--- src/rtl/sadc_pkg.sv ---
package sadc_pkg;

  typedef enum logic [1:0] {
    ST_IDLE = 2'd0,
    ST_WAKE = 2'd1,
    ST_XFER = 2'd2,
    ST_REST = 2'd3
  } sadc_state_e;

endpackage

--- src/rtl/sadc_frame_timer.sv ---
module sadc_frame_timer #(
  parameter int LOW_CYC    = 200,
  parameter int PERIOD_CYC = 2000
) (
  input  logic clk,
  input  logic rst_n,
  input  logic accept_i,
  input  logic wake_i,
  output logic low_done_o,
  output logic period_done_o
);

  localparam int LW = $clog2(LOW_CYC + 1);
  localparam int PW = $clog2(PERIOD_CYC + 1);
  localparam logic [LW-1:0] LOW_LAST = LW'(LOW_CYC - 1);
  localparam logic [PW-1:0] PER_LAST = PW'(PERIOD_CYC - 2);
  localparam logic [PW-1:0] PER_SAT  = PW'(PERIOD_CYC);

  logic [LW-1:0] low_cnt_q, low_cnt_d;
  logic [PW-1:0] per_cnt_q, per_cnt_d;
  logic          per_en;

  // low-phase counter runs only while select is held low
  always_comb begin
    low_cnt_d = low_cnt_q;
    if (!wake_i) low_cnt_d = '0;
    else         low_cnt_d = low_cnt_q + 1'b1;
  end

  // period counter restarts on accept and saturates
  assign per_en = accept_i || (per_cnt_q != PER_SAT);

  always_comb begin
    per_cnt_d = per_cnt_q;
    if (accept_i)    per_cnt_d = '0;
    else if (per_en) per_cnt_d = per_cnt_q + 1'b1;
  end

  always_ff @(posedge clk or negedge rst_n) begin
    if (!rst_n) begin
      low_cnt_q <= '0;
      per_cnt_q <= PER_SAT;
    end else begin
      low_cnt_q <= low_cnt_d;
      if (per_en) per_cnt_q <= per_cnt_d;
    end
  end

  assign low_done_o    = wake_i && (low_cnt_q == LOW_LAST);
  assign period_done_o = (per_cnt_q >= PER_LAST);

endmodule

--- src/rtl/sadc_sclk_gen.sv ---
module sadc_sclk_gen #(
  parameter int HALF_DIV   = 4,
  parameter int FRAME_BITS = 16
) (
  input  logic clk,
  input  logic rst_n,
  input  logic run_i,
  output logic sclk_o,
  output logic cap_o,
  output logic last_o
);

  localparam int HW = (HALF_DIV > 1) ? $clog2(HALF_DIV) : 1;
  localparam int BW = $clog2(FRAME_BITS + 1);
  localparam logic [HW-1:0] HALF_LAST = HW'(HALF_DIV - 1);
  localparam logic [BW-1:0] BIT_LAST  = BW'(FRAME_BITS - 1);

  logic [HW-1:0] hc_q, hc_d;
  logic [BW-1:0] bc_q, bc_d;
  logic          sclk_q, sclk_d;
  logic          toggle_w;

  assign toggle_w = run_i && (hc_q == HALF_LAST);
  // capture strobe coincides with the edge that drives the clock high
  assign cap_o    = toggle_w && !sclk_q;
  assign last_o   = cap_o && (bc_q == BIT_LAST);

  always_comb begin
    hc_d   = hc_q;
    bc_d   = bc_q;
    sclk_d = sclk_q;
    if (!run_i) begin
      hc_d   = '0;
      bc_d   = '0;
      sclk_d = 1'b1;
    end else if (toggle_w) begin
      hc_d   = '0;
      sclk_d = !sclk_q;
      if (cap_o) bc_d = bc_q + 1'b1;
    end else begin
      hc_d = hc_q + 1'b1;
    end
  end

  always_ff @(posedge clk or negedge rst_n) begin
    if (!rst_n) begin
      hc_q   <= '0;
      bc_q   <= '0;
      sclk_q <= 1'b1;
    end else begin
      hc_q   <= hc_d;
      bc_q   <= bc_d;
      sclk_q <= sclk_d;
    end
  end

  assign sclk_o = sclk_q;

endmodule

--- src/rtl/sadc_shift_rx.sv ---
module sadc_shift_rx #(
  parameter int RES_W  = 12,
  parameter int LEAD_W = 4
) (
  input  logic             clk,
  input  logic             rst_n,
  input  logic             cap_i,
  input  logic             last_i,
  input  logic             sdata_i,
  output logic [RES_W-1:0] data_o,
  output logic             valid_o,
  output logic             err_o
);

  localparam int FB = RES_W + LEAD_W;

  logic [FB-2:0]    sh_q;
  logic [FB-1:0]    word_w;
  logic [RES_W-1:0] data_q;
  logic             valid_q, err_q;

  assign word_w = {sh_q, sdata_i};

  always_ff @(posedge clk or negedge rst_n) begin
    if (!rst_n) begin
      sh_q    <= '0;
      data_q  <= '0;
      valid_q <= 1'b0;
      err_q   <= 1'b0;
    end else begin
      if (cap_i)  sh_q   <= word_w[FB-2:0];
      if (last_i) data_q <= word_w[RES_W-1:0];
      valid_q <= last_i;
      err_q   <= last_i && (|word_w[FB-1:RES_W]);
    end
  end

  assign data_o  = data_q;
  assign valid_o = valid_q;
  assign err_o   = err_q;

endmodule

--- src/rtl/sadc_host_ctrl.sv ---
module sadc_host_ctrl
  import sadc_pkg::*;
#(
  parameter int RES_W      = 12,
  parameter int LEAD_W     = 4,
  parameter int LOW_CYC    = 200,
  parameter int HALF_DIV   = 4,
  parameter int PERIOD_CYC = 2000
) (
  input  logic             clk,
  input  logic             rst_n,
  input  logic             start_i,
  output logic             busy_o,
  output logic             adc_cs_n_o,
  output logic             adc_sclk_o,
  input  logic             adc_sdata_i,
  output logic [RES_W-1:0] sample_o,
  output logic             sample_valid_o,
  output logic             frame_err_o
);

  localparam int FRAME_BITS = RES_W + LEAD_W;

  logic        rst_meta_q, rst_sync_q;
  sadc_state_e st_q, st_d;
  logic        accept_w, low_done_w, period_done_w;
  logic        cap_w, last_w;
  logic        cs_n_q, busy_q;

  // reset: asserted asynchronously, released on the clock
  always_ff @(posedge clk or negedge rst_n) begin
    if (!rst_n) begin
      rst_meta_q <= 1'b0;
      rst_sync_q <= 1'b0;
    end else begin
      rst_meta_q <= 1'b1;
      rst_sync_q <= rst_meta_q;
    end
  end

  assign accept_w = (st_q == ST_IDLE) && start_i;

  always_comb begin
    st_d = st_q;
    unique case (st_q)
      ST_IDLE: if (start_i)       st_d = ST_WAKE;
      ST_WAKE: if (low_done_w)    st_d = ST_XFER;
      ST_XFER: if (last_w)        st_d = ST_REST;
      ST_REST: if (period_done_w) st_d = ST_IDLE;
      default:                    st_d = ST_IDLE;
    endcase
  end

  always_ff @(posedge clk or negedge rst_sync_q) begin
    if (!rst_sync_q) begin
      st_q   <= ST_IDLE;
      cs_n_q <= 1'b1;
      busy_q <= 1'b0;
    end else begin
      st_q   <= st_d;
      cs_n_q <= (st_d != ST_WAKE);
      busy_q <= (st_d != ST_IDLE);
    end
  end

  sadc_frame_timer #(
    .LOW_CYC    (LOW_CYC),
    .PERIOD_CYC (PERIOD_CYC)
  ) timer_i (
    .clk           (clk),
    .rst_n         (rst_sync_q),
    .accept_i      (accept_w),
    .wake_i        (st_q == ST_WAKE),
    .low_done_o    (low_done_w),
    .period_done_o (period_done_w)
  );

  sadc_sclk_gen #(
    .HALF_DIV   (HALF_DIV),
    .FRAME_BITS (FRAME_BITS)
  ) sclk_i (
    .clk    (clk),
    .rst_n  (rst_sync_q),
    .run_i  (st_q == ST_XFER),
    .sclk_o (adc_sclk_o),
    .cap_o  (cap_w),
    .last_o (last_w)
  );

  sadc_shift_rx #(
    .RES_W  (RES_W),
    .LEAD_W (LEAD_W)
  ) rx_i (
    .clk     (clk),
    .rst_n   (rst_sync_q),
    .cap_i   (cap_w),
    .last_i  (last_w),
    .sdata_i (adc_sdata_i),
    .data_o  (sample_o),
    .valid_o (sample_valid_o),
    .err_o   (frame_err_o)
  );

  assign adc_cs_n_o = cs_n_q;
  assign busy_o     = busy_q;

endmodule

--- config.mk ---
export PLATFORM = sky130hd
export DESIGN_NAME = sadc_host_ctrl
export DESIGN_NICKNAME = d
export VERILOG_FILES = /design/src/rtl/sadc_pkg.sv /design/src/rtl/sadc_frame_timer.sv /design/src/rtl/sadc_sclk_gen.sv /design/src/rtl/sadc_shift_rx.sv /design/src/rtl/sadc_host_ctrl.sv
export SDC_FILE = /design/constraint.sdc
export NUM_CORES = 1
export LEC_CHECK = 0
export ABC_AREA = 1
export BUFFER_PORTS_ARGS = -buffer_cell sky130_fd_sc_hd__buf_2
export CORE_ASPECT_RATIO = 0.8
export CORE_MARGIN = 3
export CORE_UTILIZATION = 30
export CTS_CLUSTER_DIAMETER = 40
export CTS_CLUSTER_SIZE = 12
export DETAILED_ROUTE_END_ITERATION = 10
export GPL_TIMING_DRIVEN = 0
export PLACE_DENSITY = 0.56
export SYNTH_ARGS = -nofsm -noshare
export SYNTH_HDL_FRONTEND = slang
export SYNTH_SLANG_ARGS = --single-unit
--- constraint.sdc ---
create_clock -name clk -period 2.2 [get_ports clk]
set_input_delay 0.22 -clock clk [delete_from_list [all_inputs] [get_ports clk]]
set_output_delay 0.22 -clock clk [all_outputs]
set_load 0.1 [all_outputs]
==> impl_metrics.ini, run 1 <==
[status]
status = finished clean

[routing]
drt_wl_total_mm = 5.14
vias = 1978
drcViolationCount = 0
viasPerCell = 4.42
first_pass_iters = 4
drt-initial-drc-count = 79
wl_per_cell_um = 11.5
postRouteAntennaNets = 0

[yosys]
synth-main-ff-cell = dfrtp_1
ys_seq_area_share_pct = 56.9
synth.avg_cell_area_sq_um = 9.21
synth_nets = 309
yosysMostFrequentCell = nand2_1
ys_types = 31
synth_top_area_cell = dfrtp_1
synth_edf_count = 0
synth_seq_cells = 62
syn_inst = 298
synth_common_cells = nand2_1 (57), dfrtp_1 (54), inv_1 (42)
ys_async_sr_fraction_pct = 100
synth_area_leaders = dfrtp_1 (49%), nand2_1 (7.8%), dfstp_2 (7.7%)
synth.top_cell.area_share_pct = 49.2
synth.cell_area_sq_um = 2740
yosys_warnings = 0

[cells_and_area]
syn2layout_area_growth_pct = 20.8
diodes = 0
final_core_util_pct = 38.2
drive_gt1_share_pct = 22.9
fillCellCount = 870
nets = 342

[global_routing]
grt_pass1_wl_mm = 9.11
overflow = 0
grt_max_degree = 34
grt_use_total_pct = 10.9
antenna_found_initial = 0
grt_pass1_vias = 2029

[power]
p_leak_uw = 0.00162
ir_worst_vdd_mv = 0.436
power_density_nw_per_um2 = 782

[clocking]
cts-root-buf = clkbuf_16
htree_levels = 3
numCtsBuffers = 9
postCtsSetupBuffers = 0
clock_latency_ps = 330
holdBufCountCts = 1
tritoncts = done
clk_path_buf_depth = 2
clk_transition_reported_paths_ps = 60
clock_sinks = 62
post_cts_resized = 0

[sta]
slew_viol_final = 0
max_freq_ghz = 0.608
rsz0062_at_grt = false
maxSlewHeadroom_pct = 57.6
tightest_slew_ps = 636
finalCriticalPeriod_ps = 1640
finalHoldViolations = 0
finClkSkew_ps = 5.69
setup_viol = 0
setup_ws_ps = 556
layout_worst_path_cycle_share_pct = 74.7

[floorplan]
rows = 30
start_util_pct = 31.6
die_area_sq_um = 10300
core_area_sq_um = 8670
die_x_um = 113
io-pin-count = 21
die_height_um = 91.5

[setup_path]
start_kind = flop
cp.required_ps = 2460
arrival_ps = 1900
critical_path_class = reg2reg
crit_fanout = 10
ff2ff_path_depth = 10
crit_path_end_kind = flop

[placed_design]
port_buffers = 20
hpwl_mm = 3.59
finalWeightedCongestion = 0.822
dp_slack_ps = 564

[min_path]
hp-class = in2reg
holdPathStages = 3

[flow_run]
maxCapViolCount = 0
metal layers:
layer / vias to the layer above / share of wire [%] / global-route usage, % / wire length (um)
met5: - / 0 / 0 / 0
met4: 0 / 0.43 / 2.40 / 22
met3: 4 / 5.0 / 4.80 / 255
met2: 32 / 45 / 17.1 / 2300
met1: 932 / 50 / 13.9 / 2560
li1: 1010 / - / - / -
worst paths after layout:
| kind | startpoint | end | slack, ps |
|---|---|---|---|
| max | sclk_i.bc_q[0] | rx_i.data_o[11] | 560 |
| min | adc_sdata_i | rx_i.data_o[0] | 150 |
| max reg2reg | sclk_i.bc_q[0] | rx_i.data_o[11] | 560 |
| min reg2reg | rst_sync_q | rx_i.data_o[6] | 290 |
| max in group asynchronous | rst_sync_q | timer_i.per_cnt_q[7] | 1230 |
| min in group asynchronous | rst_n | rst_sync_q | 200 |
layout make-up:
type | instances | area (sq um) | share of cell area [%]
Multi-Input combinational cell | 186 | 975 | 29.4
Timing Repair Buffer | 22 | 130 | 3.93
Clock buffer | 9 | 225 | 6.80
Sequential cell | 62 | 1560 | 47.1
Buffer | 6 | 42.5 | 1.28
Tap cell | 112 | 140 | 4.23
Inverter | 44 | 165 | 4.98
Clock inverter | 7 | 73.8 | 2.23
layout by cell type, fill, tap and decap left out, types with 2 or more instances in the layout:
master and instances:
clkbuf_16 9, inv_1 42, buf_2 21, o21ai_0 27
nand2_1 57, a21oi_1 11, clkinvlp_4 4, nor3_1 6
nand3_1 12, buf_6 2, nand2_2 5, dfrtp_1 53
nor2_1 33, nor2_2 2, o21ai_2 12, ha_1 7
inv_2 2, dfstp_2 8, clkbuf_1 2, nand4_1 2
sequential cells by signal, summed over array words and instances (netlist names), 2 cells and up:
| name | flops |
|---|---|
| rx_i.sh_q | 15 |
| rx_i.data_o | 12 |
| timer_i.per_cnt_q | 11 |
| timer_i.low_cnt_q | 8 |
| sclk_i.bc_q | 5 |
| sclk_i.hc_q | 2 |
| st_q | 2 |
report_power, final:
group / internal [uW] / switching [uW]
registers: 1150 / 13.4
logic: 9.75 / 20.1
clock network: 877 / 521
total: 2040 / 555
critical path: stages, from the launching register on:
cell	delay [ps]
dfrtp_1	400
ha_1	230
nand2_1	80
nor2_1	40
ha_1	170
inv_1	140
nor2_8	60
inv_2	130
buf_6	190
nand2_1	80
o21ai_2	50
metrics by stage:
stage / cells / instance area, sq um / total power, uW / setup TNS (ps) / hold WS (ps)
floorplan: 298 / 2740 / 1200 / 0 / -75.6
global placement: 430 / 2980 / 1210 / -20210 / 6.51
detailed placement: 431 / 3010 / 1210 / 0 / 7.39
CTS: 448 / 3310 / 2620 / 0 / 153
global route: 448 / 3310 / 2680 / 0 / 170
finish: 448 / 3310 / 2590 / 0 / 152
logic make-up after synthesis:
group | synth area share (%)
AOI/OAI and AO/OA | 11.9
other | 0.137
xor gates and xnor gates | 0.319
and+or+nand+nor | 20.0
DFF | 56.9
adders and majority gates | 3.19
buffers and inverters | 7.57
No activity file was read; power rests on OpenSTA's default activity.
==> run 2: changes to the inputs <==
--- a/config.mk
+++ b/config.mk
@@ -14,7 +14,7 @@
 export CTS_CLUSTER_SIZE = 12
 export DETAILED_ROUTE_END_ITERATION = 10
 export GPL_TIMING_DRIVEN = 0
-export PLACE_DENSITY = 0.56
+export PLACE_DENSITY = 0.57
 export SYNTH_ARGS = -nofsm -noshare
 export SYNTH_HDL_FRONTEND = slang
 export SYNTH_SLANG_ARGS = --single-unit
==> constraint.sdc (replaced) <==
create_clock -name clk -period 1.5 [get_ports clk]
set_input_delay 0.15 -clock clk [delete_from_list [all_inputs] [get_ports clk]]
set_output_delay 0.15 -clock clk [all_outputs]
set_load 0.1 [all_outputs]
==> run 2 against run 1 <==
- the run now ends with negative setup slack left
- highest routed layer unchanged
- sequential power up 48%
- worst hold slack got worse by 72 ps
- via count up 0.81%
- clock-buffer cell count up 4
- total power rose by 49%
- cell area is 4.1% higher
- fmax grew 8.1%
- register-to-register slack worse by 580 ps
==> impl_metrics.ini, run 2 (synthesis gave the netlist of run 1 again) <==
[status]
status = complete, but fails checks
violations = negative setup slack

[global_routing]
top_usage_layer = met2
grt_max_degree = 61
use_met1_pct = 14.5
use_met3_pct = 4.46
grt_use_total_pct = 11.0
grt_pass1_wl_mm = 9.00
grt_use_met2_pct = 15.9
antenna_found_initial = 0
grt_pass1_vias = 1968
overflow = 0

[setup_path]
cp_common_cell = ha_2
critical_path_class = reg2reg
cp_num_cells = 10
crit_fanout = 8
startpoint = sclk_i.bc_q[1]
critical_path.endpoint = rx_i.data_o[9]
crit_buf_inv = 3
path_cells = ha_2 > nand2_2 > nor2_2 > ha_2 > inv_2 > nor2_8 > inv_6 > clkbuf_16 > nand2_4 > o21ai_2
ff2ff_path_depth = 10
arrival_ps = 1740
slowest_delay_ps = 360
r2r_slack_ps = -20
start_kind = flop
cp.required_ps = 1720
critPathSlowestCell = dfrtp_1
r2r_start = sclk_i.bc_q[1]
crit_path_end_kind = flop
crit_family = flip-flops
r2r-end = rx_i.data_o[9]

[power]
ir_worst_vdd_mv = 0.739
p_leak_uw = 0.00169
p_total_uw = 3860
power_density_nw_per_um2 = 1120

[floorplan]
rows = 30
start_util_pct = 31.6
core_area_sq_um = 8670
die_height_um = 91.5
die_x_um = 113
io-pin-count = 21
die_area_sq_um = 10300

[placed_design]
hpwl_mm = 3.43
finalWeightedCongestion = 0.745
port_buffers = 20

[sta]
setup_ws_ps = -21.7
finalHoldViolations = 0
tns_ps = -66.4
slew_viol_final = 0
finalCriticalPeriod_ps = 1520
layout_worst_path_cycle_share_pct = 101
tightest_slew_ps = 772
maxSlewHeadroom_pct = 48.5
rsz0062_at_grt = true
setup_viol = 7
finClkSkew_ps = 8.60
max_freq_ghz = 0.657

[cells_and_area]
nets = 346
diodes = 0
syn2layout_area_growth_pct = 25.7
layout_common_cells = nand2_1 (54), dfrtp_1 (53), inv_1 (40), nor2_1 (30), o21ai_0 (25)
top_register = rx_i.sh_q
layout_commonest_cell = nand2_1
largest_register_ffs = 15
drive_gt1_share_pct = 27.6

[clocking]
htree_levels = 3
clk_transition_reported_paths_ps = 50
clock_latency_ps = 330
cts-root-buf = clkbuf_16
tritoncts = done
numCtsBuffers = 9
clk_path_buf_depth = 2
clock_sinks = 62

[flow_run]
maxCapViolCount = 0

[routing]
drcViolationCount = 0
drt_wl_total_mm = 5.08
vias = 1994
drt-initial-drc-count = 93
viasPerCell = 4.41
first_pass_iters = 4
wl_per_cell_um = 11.2
postRouteAntennaNets = 0

[min_path]
hp-class = in2reg
## run 2: cell types whose count changed in the layout (fill, tap and decap cells not counted), sizes merged
cell / previous run / this run
clkbuf: 11 / 16
buf: 25 / 28
clkinvlp: 4 / 1
inv: 45 / 44
## run 2: worst min-delay path by stage
stage | from | to | slack, ps | cells past startpoint
CTS | adc_sdata_i | rx_i.data_o[0] | 70 | 3
finish | adc_sdata_i | rx_i.data_o[0] | 80 | 3
global placement | rst_n | rst_meta_q | -60 | 1
global route | adc_sdata_i | rx_i.data_o[0] | 100 | 3
floorplan | rst_n | rst_meta_q | -150 | 0
detailed placement | rst_n | rst_meta_q | -60 | 1
## run 2: area by class of cell
cell class,instances,area [sq um]
timing repair buffer,26,168
clock inverter,3,42.5
sequential,62,1570
inverter,44,170
buffer,6,61.3
multi-input combinational,186,1030
fill,851,5220
clock buffer,13,270
tap,112,140
## run 2: metrics by stage
stage	instances	cell area, sq um	util [%]	worst slack, ps	hold slack [ps]
finish	452	3450	39.8	-21.7	80.2
global route	452	3450	39.8	-99.4	98.2
CTS	449	3360	38.7	-2.06	74.4
detailed placement	430	3000	34.6	-88.8	-63.5
global placement	430	3000	34.6	-85.1	-64.0
floorplan	298	2760	-	16.2	-146
## run 2: routing by layer
| layer | routed length, um | share of wire, % |
|---|---|---|
| met1 | 2500 | 49 |
| met2 | 2260 | 45 |
| met3 | 248 | 4.9 |
| met4 | 72 | 1.4 |
| met5 | 0 | 0 |
## run 2: worst reg2reg max path, delay by kind of cell, from the launching register on
| kind | cells | cell delay [ps] |
|---|---|---|
| adders and majority gates | 2 | 370 |
| DFF | 1 | 360 |
| and+or+nand+nor | 4 | 360 |
| buffers and inverters | 3 | 290 |
| AOI/OAI and AO/OA | 1 | 40 |
## run 2: timing repair
| action | CTS | global route |
|---|---|---|
| pin swaps | 2 | 5 |
| hold buffers | 1 | 0 |
| cloned | 0 | 1 |
| gates resized for setup | 8 | 17 |
| buffers inserted | 2 | 2 |
| endpoints found under the hold margin | 2 | 0 |
| endpoints found under the setup margin | 26 | 20 |
## run 2: power by group
part	switching, uW	internal (uW)
Clock	698	1420
Sequential	34.9	1690
Combinational	12.3	9.07
==> run 3: changes to the inputs <==
--- a/config.mk
+++ b/config.mk
@@ -14,7 +14,7 @@
 export CTS_CLUSTER_SIZE = 12
 export DETAILED_ROUTE_END_ITERATION = 10
 export GPL_TIMING_DRIVEN = 0
-export PLACE_DENSITY = 0.57
+export PLACE_DENSITY = 0.56
 export SYNTH_ARGS = -nofsm -noshare
 export SYNTH_HDL_FRONTEND = slang
 export SYNTH_SLANG_ARGS = --single-unit
==> constraint.sdc (replaced) <==
create_clock -name clk -period 1.8 [get_ports clk]
set_input_delay 0.18 -clock clk [delete_from_list [all_inputs] [get_ports clk]]
set_output_delay 0.18 -clock clk [all_outputs]
set_load 0.1 [all_outputs]
==> run 3 against run 2 <==
- the run now ends clean
- register-to-register slack better by 200 ps
- critical path type unchanged
- largest cell class unchanged
- sequential share of layout area rose by 1.7 points
- fmax fell by 6.4%
- wire length down 1.9%
==> impl_metrics.ini, run 3 (synthesis gave the netlist of run 1 again) <==
[global_routing]
use_met3_pct = 4.46
grt_use_total_pct = 10.7
grt_max_degree = 61
grt_use_met2_pct = 16.1
grt_pass1_wl_mm = 8.88
overflow = 0
grt_pass1_vias = 1954
use_met1_pct = 14.1
top_usage_layer = met2
antenna_found_initial = 0

[setup_path]
cp.required_ps = 2050
critPathSlowestCell = dfrtp_1
crit_fanout = 10
crit_path_end_kind = flop
start_kind = flop
arrival_ps = 1880
slowest_delay_ps = 400
critical_path_class = reg2reg
path_cells = ha_1 > nand2_1 > nor2_1 > ha_1 > inv_1 > nor2_8 > inv_2 > buf_6 > nand2_1 > o21ai_2
ff2ff_path_depth = 10

[routing]
drt-initial-drc-count = 126
vias = 1954
drcViolationCount = 0
first_pass_iters = 4
wl_per_cell_um = 11.2
viasPerCell = 4.37
postRouteAntennaNets = 0
drt_wl_total_mm = 4.99

[power]
p_leak_uw = 0.00163
power_density_nw_per_um2 = 991
ir_worst_vdd_mv = 0.437

[min_path]
hp-class = in2reg
holdPathStages = 3

[sta]
finClkSkew_ps = 7.60
tns_ps = 0
finalHoldViolations = 0
maxSlewHeadroom_pct = 49.7
setup_viol = 0
rsz0062_at_grt = false
finalCriticalPeriod_ps = 1630
tightest_slew_ps = 755
slew_viol_final = 0
layout_worst_path_cycle_share_pct = 90.4
max_freq_ghz = 0.615

[placed_design]
finalWeightedCongestion = 0.776
port_buffers = 20
hpwl_mm = 3.48

[cells_and_area]
nets = 341
drive_gt1_share_pct = 22.1
top_register = rx_i.sh_q
final_core_util_pct = 38.3
layout_commonest_cell = nand2_1
layout_common_cells = nand2_1 (57), dfrtp_1 (53), inv_1 (42), nor2_1 (33), o21ai_0 (27)
largest_register_ffs = 15
syn2layout_area_growth_pct = 20.9
diodes = 0

[clocking]
clock_latency_ps = 320
clock_sinks = 62
postCtsSetupBuffers = 0
clk_path_buf_depth = 2
clk_transition_reported_paths_ps = 50
tritoncts = done
htree_levels = 3
cts-root-buf = clkbuf_16
numCtsBuffers = 9

[floorplan]
die_height_um = 91.5
die_x_um = 113
die_area_sq_um = 10300
core_area_sq_um = 8670
start_util_pct = 31.6
rows = 30
io-pin-count = 21

[flow_run]
maxCapViolCount = 0

[status]
status = finished clean
## run 3: cell types whose count changed in the layout (fill, tap and decap cells not counted), sizes merged
cell | previous run | this run
clkbuf | 16 | 14
bufinv | 1 | 2
buf | 28 | 24
## run 3: final timing paths
kind                                start  slack [ps]              end
max reg2reg                sclk_i.bc_q[0]         170  rx_i.data_o[10]
min                           adc_sdata_i         120   rx_i.data_o[0]
min reg2reg                    rst_meta_q         370       rst_sync_q
max                        sclk_i.bc_q[0]         170  rx_i.data_o[10]
max in group asynchronous      rst_sync_q         910     rx_i.sh_q[2]
min in group asynchronous           rst_n         180       rst_sync_q
## run 3: final cells by class
type / count / area (sq um)
repair buffers: 21 / 110
inverters: 44 / 165
plain buffers: 6 / 42.5
clock inverters: 4 / 72.6
multi-input cells: 186 / 975
well taps: 112 / 140
flip-flops and latches: 62 / 1570
fillers: 883 / 5350
clock buffers: 12 / 246
## run 3: timing repair
item,in CTS,in global routing
hold buffers,1,0
gates resized for setup,0,0
hold endpoints to repair,2,0
## run 3: stage by stage
stage | worst slack [ps] | power, uW | cells | hold WS, ps | area (sq um)
CTS | 165 | 3340 | 447 | 118 | 3310
global placement | 185 | 1480 | 430 | -33.8 | 2990
floorplan | 154 | 1460 | 298 | -116 | 2750
detailed placement | 168 | 1480 | 430 | -30.8 | 2990
global route | 87.2 | 3420 | 447 | 127 | 3320
finish | 174 | 3290 | 447 | 120 | 3320
## run 3: routing by layer
layer  wire [um]  vias to the layer above  part of all wire (%)
li1            -                     1009                     -
met1        2480                      915                    50
met2        2280                       26                    46
met3         181                        4                   3.6
met4          41                        0                  0.82
met5           0                        -                     0
## run 3: power breakdown
| part | internal (uW) | total [uW] | switching [uW] |
|---|---|---|---|
| Clock | 1250 | 1830 | 587 |
| Sequential | 1410 | 1430 | 28.7 |
| Combinational | 7.56 | 17.7 | 10.1 |
| Total | 2660 | 3290 | 626 |
## run 3: worst max-delay path, delay by kind of cell, from the launching register on
kind | cells | cell delay [ps]
buffers and inverters | 3 | 450
adders and majority gates | 2 | 380
AOI/OAI and AO/OA | 1 | 50
DFF | 1 | 400
and+or+nand+nor | 4 | 260
